## config.mk

```make
export PLATFORM = sky130hd
export DESIGN_NAME = sync_slave_rx
export DESIGN_NICKNAME = d
export VERILOG_FILES = /design/src/rtl/sync_rx_pkg.sv /design/src/rtl/sync_rx_sync.sv /design/src/rtl/sync_rx_shifter.sv /design/src/rtl/sync_rx_buffer.sv /design/src/rtl/sync_slave_rx.sv
export SDC_FILE = /design/constraint.sdc
export NUM_CORES = 1
export LEC_CHECK = 0
export ABC_AREA = 1
export BUFFER_PORTS_ARGS = -buffer_cell sky130_fd_sc_hd__buf_2
export CAP_MARGIN = 25
export CORE_MARGIN = 2
export CORE_UTILIZATION = 40
export DETAILED_ROUTE_END_ITERATION = 10
export PLACE_DENSITY = 0.59
export SKIP_LAST_GASP = 1
export SYNTH_ARGS = -nofsm -noshare
export SYNTH_HDL_FRONTEND = slang
export SYNTH_SLANG_ARGS = --single-unit
```

## constraint.sdc

```tcl
create_clock -name clk -period 3.42 [get_ports clk]
set_input_delay 0.171 -clock clk [delete_from_list [all_inputs] [get_ports clk]]
set_output_delay 0.171 -clock clk [all_outputs]
set_load 0.05 [all_outputs]
```

## src/rtl/sync_rx_pkg.sv

```systemverilog
package sync_rx_pkg;
   localparam int DEF_DATA_W = 8;
   localparam int DEF_DEPTH  = 2;
   localparam int DEF_SYNC   = 2;

   function automatic bit is_pow2(input int n);
      return (n > 0) && ((n & (n - 1)) == 0);
   endfunction
endpackage

```

## src/rtl/sync_rx_sync.sv

```systemverilog
module sync_rx_sync #(
   parameter int WIDTH  = 2,
   parameter int STAGES = 2
) (
   input  logic             clk,
   input  logic             rst_n,
   input  logic [WIDTH-1:0] din,
   output logic [WIDTH-1:0] dout
);
   if (STAGES < 2) begin : g_bad
      $error("sync_rx_sync: STAGES must be at least 2");
   end

   logic [WIDTH-1:0] stage_q [STAGES];

   for (genvar s = 0; s < STAGES; s++) begin : g_stage
      if (s == 0) begin : g_first
         always_ff @(posedge clk or negedge rst_n) begin
            if (!rst_n) stage_q[0] <= '0;
            else        stage_q[0] <= din;
         end
      end else begin : g_next
         always_ff @(posedge clk or negedge rst_n) begin
            if (!rst_n) stage_q[s] <= '0;
            else        stage_q[s] <= stage_q[s-1];
         end
      end
   end

   assign dout = stage_q[STAGES-1];
endmodule

```

## src/rtl/sync_rx_shifter.sv

```systemverilog
module sync_rx_shifter #(
   parameter int DATA_W = 8
) (
   input  logic            clk,
   input  logic            rst_n,
   input  logic            active,
   input  logic            nine_bit,
   input  logic            bclk,
   input  logic            bdat,
   output logic            word_done,
   output logic [DATA_W:0] word
);
   localparam int MAX_BITS = DATA_W + 1;
   localparam int CNT_W    = $clog2(MAX_BITS + 1);
   localparam logic [CNT_W-1:0] LAST_LONG  = CNT_W'(DATA_W);
   localparam logic [CNT_W-1:0] LAST_SHORT = CNT_W'(DATA_W - 1);

   if (DATA_W < 2) begin : g_bad
      $error("sync_rx_shifter: DATA_W must be at least 2");
   end

   logic             bclk_prev;
   logic             rise;
   logic [CNT_W-1:0] cnt_q;
   logic [DATA_W:0]  acc_q;
   logic [DATA_W:0]  acc_nxt;
   logic             last_bit;

   assign rise     = bclk & ~bclk_prev;
   assign last_bit = (cnt_q == (nine_bit ? LAST_LONG : LAST_SHORT));

   always_comb begin
      acc_nxt        = acc_q;
      acc_nxt[cnt_q] = bdat;
   end

   always_ff @(posedge clk or negedge rst_n) begin
      if (!rst_n) bclk_prev <= 1'b0;
      else        bclk_prev <= bclk;
   end

   always_ff @(posedge clk or negedge rst_n) begin
      if (!rst_n) begin
         cnt_q     <= '0;
         acc_q     <= '0;
         word_done <= 1'b0;
         word      <= '0;
      end else begin
         word_done <= 1'b0;
         if (!active) begin
            cnt_q <= '0;
            acc_q <= '0;
         end else if (rise) begin
            if (last_bit) begin
               word_done <= 1'b1;
               word      <= acc_nxt;
               cnt_q     <= '0;
               acc_q     <= '0;
            end else begin
               cnt_q <= cnt_q + 1'b1;
               acc_q <= acc_nxt;
            end
         end
      end
   end
endmodule

```

## src/rtl/sync_rx_buffer.sv

```systemverilog
module sync_rx_buffer #(
   parameter int WORD_W = 9,
   parameter int DEPTH  = 2
) (
   input  logic              clk,
   input  logic              rst_n,
   input  logic              push,
   input  logic [WORD_W-1:0] push_word,
   input  logic              pop_req,
   input  logic              ovr_clear,
   output logic [WORD_W-1:0] head,
   output logic              not_empty,
   output logic              ovr
);
   localparam int PTR_W = $clog2(DEPTH);
   localparam int CNT_W = $clog2(DEPTH + 1);
   localparam logic [CNT_W-1:0] FULL_CNT = CNT_W'(DEPTH);

   if (!sync_rx_pkg::is_pow2(DEPTH) || DEPTH < 2) begin : g_bad
      $error("sync_rx_buffer: DEPTH must be a power of two, at least 2");
   end

   logic [WORD_W-1:0] mem_q [DEPTH];
   logic [PTR_W-1:0]  wr_ptr, rd_ptr;
   logic [CNT_W-1:0]  count;
   logic              pop, full, wr_en, ovr_set;

   assign full    = (count == FULL_CNT);
   assign pop     = pop_req && (count != '0);
   assign wr_en   = push && !ovr && (!full || pop);
   assign ovr_set = push && !ovr && full && !pop;

   always_ff @(posedge clk) begin
      if (wr_en) mem_q[wr_ptr] <= push_word;
   end

   always_ff @(posedge clk or negedge rst_n) begin
      if (!rst_n) begin
         wr_ptr <= '0;
         rd_ptr <= '0;
         count  <= '0;
         ovr    <= 1'b0;
      end else begin
         if (wr_en) wr_ptr <= wr_ptr + 1'b1;
         if (pop)   rd_ptr <= rd_ptr + 1'b1;
         case ({wr_en, pop})
            2'b10:   count <= count + 1'b1;
            2'b01:   count <= count - 1'b1;
            default: count <= count;
         endcase
         if (ovr_clear)    ovr <= 1'b0;
         else if (ovr_set) ovr <= 1'b1;
      end
   end

   assign head      = mem_q[rd_ptr];
   assign not_empty = (count != '0);
endmodule

```

## src/rtl/sync_slave_rx.sv

```systemverilog
module sync_slave_rx #(
   parameter int DATA_W = sync_rx_pkg::DEF_DATA_W,
   parameter int DEPTH  = sync_rx_pkg::DEF_DEPTH,
   parameter int SYNC   = sync_rx_pkg::DEF_SYNC
) (
   input  logic              clk,
   input  logic              rst_n,
   input  logic              ser_clk,
   input  logic              ser_dat,
   input  logic              port_en,
   input  logic              cont_rx_en,
   input  logic              single_rx_en,
   input  logic              nine_bit_mode,
   input  logic              rx_irq_en,
   input  logic              core_sleep,
   input  logic              rd_strobe,
   output logic [DATA_W-1:0] rd_data,
   output logic              rd_bit9,
   output logic              rx_ready,
   output logic              overrun,
   output logic              irq,
   output logic              wake
);
   localparam int WORD_W = DATA_W + 1;

   logic [1:0]        line_sync;
   logic              active;
   logic              word_done;
   logic [WORD_W-1:0] word;
   logic [WORD_W-1:0] head;
   logic              unused_single;

   assign unused_single = single_rx_en;
   assign active        = port_en & cont_rx_en;

   sync_rx_sync #(.WIDTH(2), .STAGES(SYNC)) u_sync (
      .clk  (clk),
      .rst_n(rst_n),
      .din  ({ser_clk, ser_dat}),
      .dout (line_sync)
   );

   sync_rx_shifter #(.DATA_W(DATA_W)) u_shift (
      .clk      (clk),
      .rst_n    (rst_n),
      .active   (active),
      .nine_bit (nine_bit_mode),
      .bclk     (line_sync[1]),
      .bdat     (line_sync[0]),
      .word_done(word_done),
      .word     (word)
   );

   sync_rx_buffer #(.WORD_W(WORD_W), .DEPTH(DEPTH)) u_buf (
      .clk      (clk),
      .rst_n    (rst_n),
      .push     (word_done),
      .push_word(word),
      .pop_req  (rd_strobe),
      .ovr_clear(!cont_rx_en),
      .head     (head),
      .not_empty(rx_ready),
      .ovr      (overrun)
   );

   assign rd_data = head[DATA_W-1:0];
   assign rd_bit9 = head[DATA_W];
   assign irq     = rx_ready & rx_irq_en;
   assign wake    = irq & core_sleep;
endmodule

```

---- Word level (Yosys, flattened, before mapping) ----
Memory sizes are Yosys's and may differ from the RTL's.
Cells that the tools add are included.
storage, ports and cells
  flip-flop bits (word level) ............. 33
  memory bits (writable) .................. 18
  input bits .............................. 11
  output and inout bits ................... 13
  logic and storage cells ................. 61
  memories kept ........................... 1
memory list
  memory       words  width  rd ports  clocked after Yosys merged registers in  wr ports  line                  source
  u_buf.mem_q  2      9      1         0                                        1         sync_rx_buffer.sv:23  logic [WORD_W-1:0] mem_q [DEPTH];
cells by class
  add/sub/neg operators ................... 5
  order comparisons ....................... 2
  equality and inequality tests ........... 6
  mux-type cells .......................... 18
  bitwise operators ....................... 5
  reduce and logical (&&, ||, !) cells .... 13
operator list
  operator                                                               count
  9-bit two-way mux                                                      3
  4-bit two-way mux                                                      4
  9-bit bitwise mux                                                      1
  1-bit two-way mux                                                      8
  1-bit logical AND                                                      6
  4-bit by 5-bit < comparator with 1-bit output, second input constant   1
  4-bit by 1-bit adder with 4-bit output, second input constant          1
  1-bit AND                                                              4
  1-bit demux with 4-bit select                                          1
  2-bit == test, second input constant                                   2
  4-bit == test                                                          1
  4-bit by 1-bit >= comparator with 1-bit output, second input constant  1
  2-bit one-hot mux with 2 select lines                                  1
  2-bit nonzero test                                                     2
  1-bit zero test                                                        3
  3-bit AND reduction                                                    1
  1-bit adder, second input constant                                     2
  2-bit by 1-bit adder with 2-bit output, second input constant          1
  2-bit by 1-bit == test with 1-bit output, second input constant        1
  2-bit by 1-bit != test with 1-bit output, second input constant        1
  2-bit != test, second input constant                                   1
  2-bit by 1-bit subtractor with 2-bit output, second input constant     1
  1-bit logical OR                                                       1
  1-bit inverter                                                         1

---- Depth between registers and ports, before layout ----
Gate-level depths: netlist of the first run.
  depth after elaboration ................. 8
  gate-level depth with buffers ........... 8
  mapped depth without buffers ............ 8

---- By module ----
A second synthesis of the first run with hierarchy kept.
unflattened totals
  cells, all modules ...................... 258
  area total of the unflattened synthesis .. 2362.3 µm²
modules (own cells, without submodules)
  module           times used  cells an instance  area each (µm²)  sequential area each (µm²)
  sync_rx_shifter  1           163                1283.7           600.6
  sync_rx_buffer   1           82                 934.6            665.6
  sync_rx_sync     1           6                  115.1            100.1
  sync_slave_rx    1           7                  28.8             0.0

---- Least setup slack after synthesis of the first run ----
No wires, ideal clock.
  path type ............................... reg2out
  start ................................... register u_buf.count[0]
  end ..................................... output port wake
  arrival ................................. 1.613 ns
  required time ........................... 3.249 ns
  slack ................................... 1.636 ns
  cell stages (with the launch flop) ...... 3
  buffers on the path ..................... 0
  path through ............................ dfrtp_1 -> nor2_1 -> nor3b_1
between the ends
  longest elaborated chain between the ends .. 3
ends and longest elaborated chain
  item                      line                  source
  start: declaration        sync_rx_buffer.sv:25  logic [CNT_W-1:0] count;
  start signal: assignment  sync_rx_buffer.sv:47  2'b10: count <= count + 1'b1;
  start signal: assignment  sync_rx_buffer.sv:48  2'b01: count <= count - 1'b1;
  start signal: assignment  sync_rx_buffer.sv:49  default: count <= count;
  2-bit nonzero test        sync_rx_buffer.sv:57  assign not_empty = (count != '0);
  1-bit AND                 sync_slave_rx.sv:68   assign irq = rx_ready & rx_irq_en;
  1-bit AND                 sync_slave_rx.sv:69   assign wake = irq & core_sleep;
  end: declaration          sync_slave_rx.sv:22   output logic wake
No other way between the ends.

---- Worst setup path after layout of the first run ----
  start ................................... register u_shift.cnt_q[2]
  end ..................................... register u_shift.word[5]
between the ends
  longest elaborated chain between the ends .. 5
  elaborated cells between the ends (all ways) .. 8
  those cells by class .................... 2 x order compare; 1 x eq/ne; 3 x mux; 2 x reduce/logical
ends and longest elaborated chain
  item                                                                                                                                   line                   source
  start: declaration                                                                                                                     sync_rx_shifter.sv:24  logic [CNT_W-1:0] cnt_q;
  start signal: assignment                                                                                                               sync_rx_shifter.sv:60  cnt_q <= cnt_q + 1'b1;
  4-bit by 5-bit < comparator with 1-bit output (not written as such) or 4-bit by 1-bit >= comparator with 1-bit output (tied branches)  sync_rx_shifter.sv:34  acc_nxt[cnt_q] = bdat;
  1-bit logical AND (not written as such)                                                                                                sync_rx_shifter.sv:34
  1-bit two-way mux (not written as such)                                                                                                sync_rx_shifter.sv:34
  1-bit demux with 4-bit select                                                                                                          -
  9-bit bitwise mux                                                                                                                      sync_rx_shifter.sv:34
  end signal: assignment                                                                                                                 sync_rx_shifter.sv:56  word <= acc_nxt;
  end: declaration                                                                                                                       sync_rx_shifter.sv:11  output logic [DATA_W:0] word
Several ways; a longest one is shown, not always the timed one.
A chain may end at the register's enable or synchronous reset.

==> summary.txt, run 1 <==
Yosys
  • Instance count of the mapped netlist: 246
  • Syn Area/Cell: 9.61 µm²
  • Syn. warnings: 0
  • Mapped cell area: 2360 µm²
  • Synth area leaders: dfrtp_1, edfxtp_1, nand2_1
  • Share of the synthesized area in the top cell type: 34.9%
  • Post-synthesis register bit count: 51
  • Register area share after synthesis: 57.8%
  • Synth unique cells: 27
  • Mapped Nets: 262
  • Synth area leader: dfrtp_1

Setup path
  • Critical Path Max Stage Delay: 690 ps
  • Crit-path cells: inv_1, nor2_4, nand3_4, nand2_8, nand2_4, nand2_1, nand2_1
  • Reg-to-Reg End: u_shift.word[5]
  • Crit-path max FO: 13
  • Worst reg-to-reg setup slack: 1620 ps
  • Worst Setup End Kind: flop
  • Worst R2R Start: u_shift.cnt_q[2]
  • Most used cell, CP: nand2_1
  • CP arrival: 2000 ps
  • R2r worst-path depth: 7
  • Type of origin of the critical path: flop
  • Slowest cell on the critical path: dfrtp_1
  • Worst Path Required: 3610 ps
  • WS Path Type: flop to flop

Global route
  • Vias in the first global route: 1,561
  • Largest net degree at the start of global routing: 34
  • Antenna violations before repair: 0
  • First-pass GRT wire length: 7190 µm
  • M1 GR Usage: 18.2%
  • Total GRT Usage: 14.3%
  • GR Util met3: 3.00%
  • M2 GR Usage: 24.5%
  • Gr ovfl total: 0
  • Busiest grt layer: met2

CTS
  • Post-cts repair resize count: 0
  • Postcts setup bufs: 0
  • Clock latency on the worst-skew pair: 300 ps
  • CTS Buf Count: 5
  • CTS Buffer Depth: 2
  • Clk root buf: clkbuf_8
  • Worst-path clk slew: 90 ps
  • H-tree levels: 2
  • Clk sinks: 51
  • TritonCTS clock tree: done

Drt
  • Post-DR wirelength/cell: 11.6 µm
  • Routed via count: 1,602
  • Iter 0 DRT Violations: 54
  • Post-Route WL: 3970 µm
  • DR pass1 iterations: 4
  • Final ANT Viol Nets: 0
  • Number of vias per cell: 4.68
  • DRC errors left: 0

Pwr
  • Leakage: 1.27 nW
  • VDD IR max: 337 µV
  • Pwr Density: 595 nW/µm²

Timing
  • Total negative slack: 0 ps
  • Period utilisation layout: 52.7%
  • RSZ-0062 raised after global routing: no
  • Max Slew Vio Count: 0
  • Final hold violations: 0
  • Minimum clock period: 1800 ps
  • Final setup fails: 0
  • Max Clock Skew: 5.82 ps
  • Slew HR: 49.8%
  • Setup ws final: 1620 ps
  • Worst Tran Pin Value: 750 ps
  • Highest Clock Rate: 555 MHz

Place
  • GP Congestion: 0.742
  • Setup WS pre-CTS: 1660 ps
  • Dpl hpwl: 2660 µm
  • PortBufs: 22

Layout
  • Register area: 1370 µm²
  • ANT cells: 0
  • Fillers: 558
  • Final net count: 285
  • Area of the multi-input gates: 862 µm²
  • Area grow syn2layout: 11.9%
  • Share of cells above drive strength 1: 15.6%

Floorplan
  • Die area: 6540 µm²
  • Die width: 80.9 µm
  • Core box area: 5610 µm²
  • Std cell rows: 27
  • Die Y: 80.9 µm
  • IO Pins: 24
  • Initial core utilization: 42.1%

Job
  • Maxcap violations: 0

Min path
  • Hold path depth: 2
  • Worst Hold Endpoint: u_buf.ovr
  • HP Class: input pin to flop
  • Min-delay src: cont_rx_en

Outcome
  • Status: completed
-- cells by family after synthesis --
family | share of synthesized area (%)
buffers and inverters | 5.72
adders and majority gates | 2.65
DFF | 57.8
and+or+nand+nor | 30.3
AOI/OAI and AO/OA | 2.01
xor gates and xnor gates | 1.48
-- worst max-delay path by stage --
| stage | startpoint | end | slack (ps) |
|---|---|---|---|
| global route | u_buf.rd_ptr | rd_data[3] | 1450 |
| CTS | u_buf.rd_ptr | rd_data[3] | 1600 |
| finish | u_shift.cnt_q[2] | u_shift.word[5] | 1620 |
| detailed placement | u_shift.cnt_q[2] | u_shift.word[1] | 1660 |
| global placement | u_shift.cnt_q[2] | u_shift.word[1] | 1680 |
| floorplan | u_buf.count[0] | wake | 1640 |
-- stage by stage --
step	instance area, µm²	hold WS [ps]	power, mW	util, %	std cells
after detailed placement	2500	281	1.18	44.6	331
after CTS	2650	134	1.60	47.2	342
final	2650	140	1.57	47.2	342
after global placement	2500	279	1.17	44.6	331
after global routing	2650	137	1.67	47.2	342
after floorplan	2360	-125	1.07	-	246
-- per-layer routing --
layer | up-vias | routed length, µm
met2 | 30 | 1820
met5 | - | 0
met1 | 712 | 1920
met4 | 0 | 56
li1 | 854 | -
met3 | 6 | 172
-- power breakdown --
part / switching [mW] / total (mW) / internal, mW
registers: 0.0329 / 0.684 / 0.651
clock network: 0.199 / 0.417 / 0.218
logic: 0.365 / 0.473 / 0.108
-- cells in the final DEF, fill, tap and decap left out, types with 2 or more instances in the layout --
cell	instances
nand3_4	2
inv_2	3
dfrtp_1	33
edfxtp_1	18
nor2_1	7
nand2_1	96
nor2_4	3
inv_1	14
a21oi_1	3
xor2_1	3
nand3_1	23
ha_1	5
dlygate4sd3_1	3
buf_2	22
nand4_1	14
o21ai_1	2
clkbuf_8	5
o21ai_0	3
-- registers in the layout, summed over array words and instances (netlist names) --
signal	flops
u_shift.word	9
u_buf.mem_q	18
u_shift.bclk_prev	1
u_shift.word_done	1
u_shift.acc_q	9
u_sync.dout	2
u_buf.wr_ptr	1
u_buf.count	2
u_buf.ovr	1
u_sync.stage_q	2
u_shift.cnt_q	4
u_buf.rd_ptr	1
-- area by class of cell --
type	count	area share [%]
Timing Repair Buffer	25	5.30
Sequential cell	51	51.7
Tap cell	72	3.41
Inverter	19	2.79
Clock buffer	5	2.60
Multi-Input combinational cell	167	32.6
Clock inverter	3	1.66
-- Yosys cell counts (all sizes together) --
master and n:
nand2 98, dfrtp 33, nand3 25, edfxtp 18, inv 18, nand4 14
nor2 11, buf 8, ha 5, o21ai 5, a21oi 3, xor2 3
a21boi 1, clkbuf 1, clkinv 1, nor3b 1, xnor2 1
-- what timing repair did --
item	CTS	global route
hold buffers	3	0
hold endpoints to repair	35	0
setup endpoints to repair	0	0
-- worst max-delay path: cells and delay by family, from the launching register on --
| kind | cells | cell delay, ps |
|---|---|---|
| buffers and inverters | 1 | 220 |
| and+or+nand+nor | 6 | 790 |
| DFF | 1 | 690 |
Power figures use the tool's default switching activity.
==> run 2, diff against run 1 <==
- ABC_AREA: 1 -> 0
- PLACE_DENSITY: 0.59 -> 0.61
- clock period: 3.42 -> 1.6 ns (I/O delays scaled with it)
==> run 2 against run 1 <==
Compared with the run above:
- non-clock buffer count up 14
- synthesized area decreased by 8.0%
- sequential share of layout area fell by 0.20 points
- final area is 0.85% higher
- hold slack lost 61 ps
- clock power increased by 100%
- clock skew is 4.0 ps lower
- first-iteration DRC count increased by 57%
- total power rose by 110%
- die area down 7.6%
- combinational power increased by 92%
- critical path type unchanged
- critical path depth fell by 1
==> summary.txt, run 2 <==
Floorplan
  • Die Y: 77.7 µm
  • Die area: 6040 µm²
  • IO Pins: 24
  • Initial core utilization: 42.0%
  • Core box area: 5170 µm²
  • Die width: 77.7 µm
  • Std cell rows: 26

Pwr
  • Leakage: 1.14 nW
  • VDD IR max: 512 µV
  • Pwr Density: 1210 nW/µm²

Setup path
  • Worst R2R Start: u_buf.count[1]
  • Type of origin of the critical path: flop
  • R2r worst-path depth: 6
  • Worst Setup End Kind: flop
  • Worst reg-to-reg setup slack: 6 ps
  • Reg-to-Reg End: u_buf.count[1]
  • WS Path Type: flop to flop
  • CP arrival: 1780 ps
  • Worst Path Required: 1780 ps
  • Crit-path max FO: 4

Yosys
  • Share of the synthesized area in the top cell type: 38.0%
  • Largest family of logic cells by synthesized area: simple AND/OR/NAND/NOR gates
  • Count leader, synth: dfrtp_1
  • Syn. warnings: 0
  • Post-synth EDFFs: 18
  • Top FF cell, synth: dfrtp_1
  • Synth unique cells: 36
  • Register area share after synthesis: 62.8%
  • Post-synthesis mux area share: 8.80%
  • Post-synthesis register bit count: 51
  • Mapped cell area: 2170 µm²
  • Syn Area/Cell: 12.6 µm²
  • Instance count of the mapped netlist: 173
  • Synth area leader: dfrtp_1
  • Synth area leaders: dfrtp_1, edfxtp_1, mux2_2
  • Most frequent cells after synthesis: dfrtp_1, nand2_1, o21ai_0
  • Async set-reset flop share out of synthesis: 64.7%
  • Mapped Nets: 189
  • Post-synthesis adder-cell area fraction: 2.88%
  • Xor-xnor portion of the synthesized cell area: 2.01%
  • Compound-Gate Fraction of Synth Area: 9.21%
  • Simple-gate share of the synthesized area: 12.3%

Drt
  • Routed wl met2: 1900 µm
  • Iter 0 DRT Violations: 85
  • Number of vias per cell: 4.92
  • DR pass1 iterations: 4
  • Post-Route WL: 3740 µm
  • Met3 wire len: 131 µm
  • Uppermost layer routed: met4
  • DRC errors left: 0
  • Routed via count: 1,401
  • M1 wire length: 1640 µm
  • Post-DR wirelength/cell: 13.1 µm
  • Final ANT Viol Nets: 0

Timing
  • Slew HR: 73.6%
  • Final hold violations: 0
  • Highest Clock Rate: 627 MHz
  • Period utilisation layout: 99.7%
  • RSZ-0062 raised after global routing: yes
  • Setup ws final: 5.52 ps
  • Max Clock Skew: 1.84 ps
  • Final setup fails: 0
  • Minimum clock period: 1590 ps
  • Worst Tran Pin Value: 396 ps
  • Worst hold slack: 78.7 ps
  • Max Slew Vio Count: 0

CTS
  • TritonCTS clock tree: done
  • Worst-path clk slew: 80 ps
  • Clk root buf: clkbuf_8
  • CTS Buf Count: 5
  • CTS Buffer Depth: 2
  • H-tree levels: 2
  • Clk sinks: 51
  • Clock latency on the worst-skew pair: 290 ps

Global route
  • Total GRT Usage: 13.9%
  • First-pass GRT wire length: 6680 µm
  • Vias in the first global route: 1,426
  • Largest net degree at the start of global routing: 19
  • Antenna violations before repair: 0
  • Gr ovfl total: 0

Place
  • GP Congestion: 0.775
  • Setup WS pre-CTS: -9.13 ps
  • PortBufs: 22
  • Dpl hpwl: 2830 µm

Layout
  • Most frequent cells in the layout: dfrtp_1, buf_2, nand2_1
  • ANT cells: 0
  • Area grow syn2layout: 22.7%
  • Largest Register: u_buf.mem_q
  • Top Registers: u_buf.mem_q x18, u_shift.acc_q x9, u_shift.word x9
  • Number of flip-flops in the largest register: 18
  • Commonest non-fill, non-tap cell in the layout: dfrtp_1
  • Final net count: 230
  • Share of cells above drive strength 1: 33.0%

Min path
  • HP Class: input pin to flop
  • Worst Hold Endpoint: u_buf.ovr
  • Hold path depth: 2
  • Min-delay src: cont_rx_en

Job
  • Maxcap violations: 0

Outcome
  • Status: completed
-- run 2: cell types whose count changed in the layout (fill, tap and decap cells not counted), moves of 3 or more --
| cell | change |
|---|---|
| nor2_4 | -3 |
| o21ai_1 | +13 |
| dfrtp_2 | +5 |
| dfrtp_1 | -5 |
| inv_1 | -11 |
| mux2_2 | +9 |
| nand2_1 | -76 |
| mux2i_1 | +8 |
| nand4_1 | -14 |
| buf_4 | +12 |
| o21ai_0 | +11 |
| nand3_1 | -20 |
-- run 2: critical path: stages (launching register included) --
cell and delay (ps):
dfrtp_1 380, nor3b_2 160, or3b_4 410, ha_4 180, xnor2_1 130, nor2_1 70
xor2_1 150
-- run 2: cell type report --
cell class	count	area, µm²
clock buffer	6	72.6
timing repair buffer	39	270
inverter	4	15.0
multi-input combinational	113	812
tap	70	87.6
sequential	51	1370
clock inverter	2	37.5
fill	450	2500
-- run 2: power breakdown --
part / leakage, nW / internal (mW) / switching, mW
Sequential: 0.588 / 1.40 / 0.0736
Combinational: 0.500 / 0.341 / 0.565
Clock: 0.0514 / 0.466 / 0.388
-- run 2: worst max-delay path by stage --
stage,from,endpoint,cells after the start
after global placement,u_buf.count[1],u_buf.count[1],6
after CTS,u_buf.count[1],u_buf.count[1],6
after detailed placement,u_buf.count[1],u_buf.count[1],6
after floorplan,u_buf.count[1],u_buf.mem_q[0][0],4
final,u_buf.count[1],u_buf.count[1],6
after global routing,u_buf.count[1],u_buf.count[1],6
-- run 2: cell families after synthesis --
family | count (synthesis)
flip-flops | 51
AND/OR/NAND/NOR | 49
AO/OA/AOI/OAI | 36
multiplexers | 18
buffers and inverters | 9
XOR/XNOR | 5
adder cells (fa/ha/maj) | 5
-- run 2: per-stage QoR --
stage / setup TNS (ps) / power, mW / cells / instance area (µm²) / utilization, %
final: 0 / 3.23 / 285 / 2670 / 51.6
after floorplan: -1630 / 2.16 / 173 / 2210 / -
after global routing: -94.4 / 3.38 / 285 / 2670 / 51.6
after detailed placement: -23.1 / 2.39 / 273 / 2500 / 48.3
after CTS: 0 / 3.26 / 285 / 2650 / 51.2
after global placement: 0 / 2.37 / 273 / 2500 / 48.3
-- run 2: what timing repair did --
action | 4_1_cts | 5_1_grt
endpoints found under the hold margin | 19 | 0
buffers inserted | 1 | 0
hold buffers | 3 | 0
setup endpoints to repair | 12 | 14
resized for setup | 3 | 12
pin swaps | 1 | 2
cloned | 0 | 0
-- run 2: per-layer routing --
metal	track usage, %	vias up
li1	-	697
met1	17.3	668
met2	23.7	27
met3	3.02	9
met4	5.18	0
met5	0	-
